==> src/rtl/qdac_pkg.sv <==
package qdac_pkg;

  localparam int QD_AW = 3;
  localparam int QD_CH = 4;

  typedef enum logic [QD_AW-1:0] {
    A_NOP = 3'd0,
    A_CHA = 3'd1,
    A_CHB = 3'd2,
    A_CHC = 3'd3,
    A_CHD = 3'd4,
    A_ALL = 3'd5,
    A_RSV = 3'd6,
    A_CTL = 3'd7
  } qd_addr_e;

  // Channel write-enable mask for a target address
  function automatic logic [QD_CH-1:0] f_ch_mask(input logic [QD_AW-1:0] a);
    logic [QD_CH-1:0] m;
    case (a)
      A_CHA:   m = 4'b0001;
      A_CHB:   m = 4'b0010;
      A_CHC:   m = 4'b0100;
      A_CHD:   m = 4'b1000;
      A_ALL:   m = 4'b1111;
      default: m = 4'b0000;
    endcase
    return m;
  endfunction

  function automatic logic f_is_ctl(input logic [QD_AW-1:0] a);
    return a == A_CTL;
  endfunction

endpackage

==> src/rtl/qdac_sync.sv <==
module qdac_sync #(
  parameter int             W       = 3,
  parameter int             STAGES  = 2,
  parameter logic [W-1:0]   RST_VAL = '0
) (
  input  logic         clk,
  input  logic         rst_n,
  input  logic [W-1:0] d,
  output logic [W-1:0] q
);

  logic [W-1:0] st [STAGES];

  for (genvar g = 0; g < STAGES; g++) begin : g_stage
    if (g == 0) begin : g_first
      always_ff @(posedge clk or negedge rst_n)
        if (!rst_n) st[g] <= RST_VAL;
        else        st[g] <= d;
    end else begin : g_next
      always_ff @(posedge clk or negedge rst_n)
        if (!rst_n) st[g] <= RST_VAL;
        else        st[g] <= st[g-1];
    end
  end

  assign q = st[STAGES-1];

endmodule

==> src/rtl/qdac_frame_rx.sv <==
module qdac_frame_rx #(
  parameter int FRAME_W = 16,
  parameter int CNT_W   = $clog2(FRAME_W + 1)
) (
  input  logic               clk,
  input  logic               rst_n,
  input  logic               sync_n_s,
  input  logic               sclk_s,
  input  logic               sdi_s,
  output logic               active,
  output logic [CNT_W-1:0]   cnt,
  output logic               sclk_rise,
  output logic               commit,
  output logic               abort,
  output logic [FRAME_W-1:0] word,
  output logic [FRAME_W-1:0] word_next
);

  localparam logic [CNT_W-1:0] CNT_LAST = CNT_W'(FRAME_W - 1);
  localparam logic [CNT_W-1:0] CNT_FULL = CNT_W'(FRAME_W);

  logic sync_d, sclk_d;
  logic sync_fall, sync_rise, sclk_fall, take_bit;

  always_ff @(posedge clk or negedge rst_n)
    if (!rst_n) begin
      sync_d <= 1'b1;
      sclk_d <= 1'b0;
    end else begin
      sync_d <= sync_n_s;
      sclk_d <= sclk_s;
    end

  assign sync_fall = sync_d & ~sync_n_s;
  assign sync_rise = ~sync_d & sync_n_s;
  assign sclk_fall = sclk_d & ~sclk_s;
  assign sclk_rise = active & ~sclk_d & sclk_s;

  assign take_bit  = active & sclk_fall & (cnt != CNT_FULL);
  assign commit    = take_bit & (cnt == CNT_LAST);
  assign abort     = active & sync_rise & (cnt != CNT_FULL);
  assign word_next = {word[FRAME_W-2:0], sdi_s};

  always_ff @(posedge clk or negedge rst_n)
    if (!rst_n) begin
      active <= 1'b0;
      cnt    <= '0;
      word   <= '0;
    end else if (sync_fall) begin
      active <= 1'b1;
      cnt    <= '0;
      word   <= '0;
    end else if (sync_rise) begin
      active <= 1'b0;
    end else if (take_bit) begin
      word   <= word_next;
      cnt    <= cnt + 1'b1;
    end

endmodule

==> src/rtl/qdac_regfile.sv <==
module qdac_regfile
  import qdac_pkg::*;
#(
  parameter int DW = 12,
  parameter int CH = QD_CH
) (
  input  logic             clk,
  input  logic             rst_n,
  input  logic             wr_en,
  input  logic [QD_AW-1:0] wr_addr,
  input  logic [DW-1:0]    wr_data,
  output logic [CH*DW-1:0] ch_data,
  output logic [DW-1:0]    ctrl_data
);

  logic [QD_CH-1:0] mask;
  assign mask = f_ch_mask(wr_addr);

  for (genvar c = 0; c < CH; c++) begin : g_ch
    always_ff @(posedge clk or negedge rst_n)
      if (!rst_n)                 ch_data[c*DW +: DW] <= '0;
      else if (wr_en && mask[c])  ch_data[c*DW +: DW] <= wr_data;
  end

  always_ff @(posedge clk or negedge rst_n)
    if (!rst_n)                          ctrl_data <= '0;
    else if (wr_en && f_is_ctl(wr_addr)) ctrl_data <= wr_data;

endmodule

==> src/rtl/qdac_readout.sv <==
module qdac_readout #(
  parameter int DW = 12
) (
  input  logic          clk,
  input  logic          rst_n,
  input  logic          load,
  input  logic          sclk_rise,
  input  logic          stop,
  input  logic [DW-1:0] rd_val,
  output logic          sdo,
  output logic          sdo_oe
);

  logic [DW-1:0] shreg;

  always_ff @(posedge clk or negedge rst_n)
    if (!rst_n) begin
      shreg  <= '0;
      sdo_oe <= 1'b0;
    end else if (stop) begin
      sdo_oe <= 1'b0;
    end else if (load) begin
      shreg  <= rd_val;
      sdo_oe <= 1'b1;
    end else if (sdo_oe && sclk_rise) begin
      shreg  <= {shreg[DW-2:0], 1'b0};
    end

  assign sdo = sdo_oe & shreg[DW-1];

endmodule

==> src/rtl/qdac_spi_regif.sv <==
module qdac_spi_regif
  import qdac_pkg::*;
#(
  parameter int DATA_W      = 12,
  parameter int SYNC_STAGES = 2,
  parameter int PD_BIT      = 6
) (
  input  logic                    clk,
  input  logic                    rst_n,
  input  logic                    sync_n,
  input  logic                    sclk,
  input  logic                    sdi,
  output logic                    sdo,
  output logic                    sdo_oe,
  output logic                    sdo_pd_sel,
  output logic [QD_CH*DATA_W-1:0] ch_data,
  output logic [DATA_W-1:0]       ctrl_data
);

  localparam int FRAME_W = 1 + QD_AW + DATA_W;
  localparam int CNT_W   = $clog2(FRAME_W + 1);
  localparam int HDR_W   = 1 + QD_AW;
  localparam logic [CNT_W-1:0] CNT_HDR = CNT_W'(HDR_W);

  // Named internal events, observed by the bound checker
  logic [2:0]         pins_s;
  logic               frame_active;
  logic [CNT_W-1:0]   bit_cnt;
  logic               sclk_rise;
  logic               commit;
  logic               abort;
  logic [FRAME_W-1:0] word_q;
  logic [FRAME_W-1:0] word_next;
  logic               cmt_rw;
  logic [QD_AW-1:0]   cmt_addr;
  logic [DATA_W-1:0]  cmt_data;
  logic               hdr_rw;
  logic [QD_AW-1:0]   hdr_addr;
  logic               rd_load;
  logic [DATA_W-1:0]  rd_val;

  qdac_sync #(.W(3), .STAGES(SYNC_STAGES), .RST_VAL(3'b100)) u_sync (
    .clk   (clk),
    .rst_n (rst_n),
    .d     ({sync_n, sclk, sdi}),
    .q     (pins_s)
  );

  qdac_frame_rx #(.FRAME_W(FRAME_W), .CNT_W(CNT_W)) u_rx (
    .clk       (clk),
    .rst_n     (rst_n),
    .sync_n_s  (pins_s[2]),
    .sclk_s    (pins_s[1]),
    .sdi_s     (pins_s[0]),
    .active    (frame_active),
    .cnt       (bit_cnt),
    .sclk_rise (sclk_rise),
    .commit    (commit),
    .abort     (abort),
    .word      (word_q),
    .word_next (word_next)
  );

  assign cmt_rw   = word_next[FRAME_W-1];
  assign cmt_addr = word_next[FRAME_W-2 -: QD_AW];
  assign cmt_data = word_next[DATA_W-1:0];

  // Header is complete in the low bits once HDR_W bits are in
  assign hdr_rw   = word_q[QD_AW];
  assign hdr_addr = word_q[QD_AW-1:0];
  assign rd_load  = sclk_rise & hdr_rw & (bit_cnt == CNT_HDR);

  qdac_regfile #(.DW(DATA_W), .CH(QD_CH)) u_regs (
    .clk       (clk),
    .rst_n     (rst_n),
    .wr_en     (commit & ~cmt_rw),
    .wr_addr   (cmt_addr),
    .wr_data   (cmt_data),
    .ch_data   (ch_data),
    .ctrl_data (ctrl_data)
  );

  always_comb begin
    rd_val = '0;
    for (int c = 0; c < QD_CH; c++)
      if (hdr_addr == QD_AW'(c + 1)) rd_val = ch_data[c*DATA_W +: DATA_W];
    if (f_is_ctl(hdr_addr)) rd_val = ctrl_data;
  end

  qdac_readout #(.DW(DATA_W)) u_out (
    .clk       (clk),
    .rst_n     (rst_n),
    .load      (rd_load),
    .sclk_rise (sclk_rise),
    .stop      (commit | abort),
    .rd_val    (rd_val),
    .sdo       (sdo),
    .sdo_oe    (sdo_oe)
  );

  assign sdo_pd_sel = ctrl_data[PD_BIT];

endmodule

==> config.mk <==
export PLATFORM = sky130hd
export DESIGN_NAME = qdac_spi_regif
export DESIGN_NICKNAME = d
export VERILOG_FILES = /design/src/rtl/qdac_pkg.sv /design/src/rtl/qdac_sync.sv /design/src/rtl/qdac_frame_rx.sv /design/src/rtl/qdac_regfile.sv /design/src/rtl/qdac_readout.sv /design/src/rtl/qdac_spi_regif.sv
export SDC_FILE = /design/constraint.sdc
export NUM_CORES = 1
export LEC_CHECK = 0
export ABC_CLOCK_PERIOD_IN_PS = 2600
export CAP_MARGIN = 20
export CORE_MARGIN = 10
export CORE_UTILIZATION = 34
export DETAILED_ROUTE_END_ITERATION = 10
export SLEW_MARGIN = 40
export SYNTH_ARGS = -nofsm -noshare
export SYNTH_HDL_FRONTEND = slang
export SYNTH_SLANG_ARGS = --single-unit
==> constraint.sdc <==
create_clock -name clk -period 2.6 [get_ports clk]
set_input_delay 0.52 -clock clk [delete_from_list [all_inputs] [get_ports clk]]
set_output_delay 0.52 -clock clk [all_outputs]
set_load 0.01 [all_outputs]
==> results.yml, run 1 <==
status:
  run_status: "completed"
drt:
  drc: 0
  wire_per_inst_um: 19.8
  finalWirelength_um: 12100
  met3WireLength_um: 518
  met1Wirelength_um: 5380
  top_layer_used: "met4"
  initialDrtViolationCount: 242
  drtPass1Iterations: 4
  ant_nets: 0
  wl_met2_um: 5940
  num_vias: 3260
  vias_per_cell: 5.34
sta:
  drv_slew: 0
  tns_ns: 0
  rsz0062_at_grt: "no"
  final_hold_viol_count: 0
  fin_crit_sh_pct: 89.5
  fin_crit_ns: 2.33
  final-setup-viol-count: 0
  fin_worst_skew_ns: 0.00864
  max_slew_margin_pct: 44.8
  max_freq_mhz: 430
  worst-slew-pin-transition_ns: 0.822
die:
  start_util_pct: 34.4
  rows: 43
  dieArea_um2: 19100
  die_w_um: 138
  die_h_um: 138
  core_um2: 13800
  ios: 68
logic_synthesis:
  synth-seq-cells: 102
  synth_edf_count: 0
  yosysWarnings: 0
  postSynthAreaPerCell_um2: 13.2
  syn-cell-area_um2: 4740
  synth_ff_type: "dfrtp_1"
  syn_nets: 370
  ys_seq_area_share_pct: 53.9
  synth_cells: 359
  ys_types: 40
  async_reset_ff_share_pct: 100
global_route:
  grt.total_usage_pct: 12.7
  antenna_found_initial: 0
  grt_pass1_wl_um: 19800
  grt_overflow_total: 0
  grt_max_degree: 48
  grt_pass1_vias: 3445
clock_network:
  clk_path_buf_depth: 2
  clock_latency_ns: 0.35
  clkSinkCount: 102
  htreeDepth: 3
  cts-buffers-inserted: 9
  cts_root_buffer: "clkbuf_16"
  cts_resized: 0
  hold_buffers: 0
  clk_pin_slew_ns: 0.07
  postCtsSetupBuffers: 0
  cts_tree: "yes"
cells_and_area:
  drive_gt1_share_pct: 27.8
  post-route-util_pct: 43.2
  nets: 437
  antenna_cells: 0
  final_cells: 611
  areaGrowthSynthToFinish_pct: 25.3
placed_design:
  port_buffers: 67
  gp_congestion: 0.821
  hpwl_um: 8610
  dp.cells: 595
setup_path:
  worstPathRequired_ns: 2.87
  ff2ff_path_depth: 8
  r2r-start: "u_rx.cnt[0]"
  rrSetupSlack_ns: 0.27
  critPathKind: "reg -> reg"
  arrival_ns: 2.59
  crit_fanout: 13
  cp-end-kind: "register"
  critPathLaunchType: "register"
  r2r-end: "u_out.shreg[3]"
power:
  p_leak_nw: 2.63
  ir_worst_vdd_v: 0.000317
  power_density_nw_per_um2: 606
  power.total_mw: 3.60
job:
  drv_cap: 0
min_path:
  hp-class: "in -> async"
## power breakdown
part / internal [mW] / switching (mW)
clock network: 0.676 / 0.650
registers: 1.66 / 0.130
logic: 0.201 / 0.285
total: 2.54 / 1.07
## cells in the final DEF (no fill, tap or decap), drive strengths merged, types with 6 or more instances in the layout
| master | instances |
|---|---|
| a2111oi | 11 |
| a221oi | 24 |
| a2bb2oi | 11 |
| buf | 19 |
| clkbuf | 9 |
| clkdlybuf4s50 | 66 |
| dfrtp | 99 |
| ha | 6 |
| inv | 20 |
| mux2 | 75 |
| mux2i | 8 |
| nand2b | 8 |
| nor2 | 6 |
| o21ai | 10 |
| o41ai | 9 |
| or3 | 12 |
## through the flow
step                hold slack, ns  setup slack [ns]  area, µm²
floorplan                    0.224             0.457       4740
global placement             0.331             0.375       5660
detailed placement           0.340             0.293       5660
CTS                         0.0915             0.289       5950
global route                 0.106             0.101       5950
finish                      0.0897             0.273       5950
## critical path, stage by stage, from the launching register on
cell       delay (ns)
dfrtp_1          0.41
ha_1             0.22
and3_1           0.18
ha_1             0.18
and3b_1          0.16
o211a_1          0.35
nor3_1           0.32
buf_4            0.24
a2bb2oi_1        0.19
## metal layers
layer / up-vias / global-route usage (%)
met5: - / 0
met4: 0 / 4.88
met3: 15 / 3.05
met2: 77 / 20.4
met1: 1660 / 16.1
li1: 1508 / -
## logic make-up after synthesis
logic type                 after synthesis  synth area share [%]
DFF                                    102                  53.9
adders and majority gates                6                  1.58
xor gates and xnor gates                 1                 0.185
AOI/OAI and AO/OA                       71                  12.3
buffers and inverters                   43                  4.01
muxes                                   83                  20.3
and+or+nand+nor                         53                  7.73
## registers in the layout, summed over array words and instances, names as in the netlist
name	count
u_rx.active	1
u_regs.ctrl_data	12
u_rx.cnt	5
u_rx.sync_d	1
u_rx.sclk_d	1
u_out.sdo_oe	1
u_regs.ch_data	48
u_sync.q	3
u_sync.st	3
u_rx.word	15
u_out.shreg	12
## synth_stat cells (3+ instances only)
master | instances | area share, %
mux2i_1 | 8 | 1.7
nor2_1 | 5 | 0.40
o41ai_1 | 9 | 1.7
ha_1 | 6 | 1.6
clkbuf_1 | 18 | 1.4
nor3_1 | 5 | 0.53
or3_1 | 11 | 1.5
nor2b_1 | 5 | 0.66
buf_4 | 4 | 0.63
dfrtp_1 | 99 | 52
nand2b_1 | 8 | 1.1
and3b_1 | 4 | 0.74
and2_1 | 3 | 0.40
dfstp_2 | 3 | 1.7
a221oi_1 | 24 | 4.4
o21ai_0 | 9 | 0.95
buf_2 | 5 | 0.53
mux2_2 | 65 | 15
a2111oi_0 | 11 | 2.0
a2bb2oi_1 | 11 | 2.0
inv_1 | 14 | 1.1
mux2_4 | 10 | 3.2
## worst max-delay path by stage
stage | start | slack [ns] | cells after the start | endpoint
after detailed placement | u_rx.cnt[0] | 0.29 | 8 | u_out.shreg[10]
after global placement | u_rx.cnt[0] | 0.37 | 7 | u_out.shreg[0]
after global routing | u_rx.cnt[0] | 0.10 | 8 | u_out.shreg[3]
after CTS | u_rx.cnt[0] | 0.29 | 8 | u_out.shreg[10]
after floorplan | u_rx.cnt[0] | 0.46 | 8 | u_regs.ch_data[24]
final | u_rx.cnt[0] | 0.27 | 8 | u_out.shreg[3]
## final cells by class
class	instances	area, µm²
clock buffer	9	225
clock inverter	7	63.8
fill	1317	7830
inverter	14	52.6
multi-input combinational	214	2010
sequential	102	2560
tap	180	225
timing repair buffer	85	816
Note: power is estimated with default switching activity, not from simulation.
==> inputs of run 2 (changes only) <==
GPL_ROUTABILITY_DRIVEN = 1   (was not set)
==> results of run 2 <==
Same layout as run 1: the final DEF is identical, and so are final timing and power.
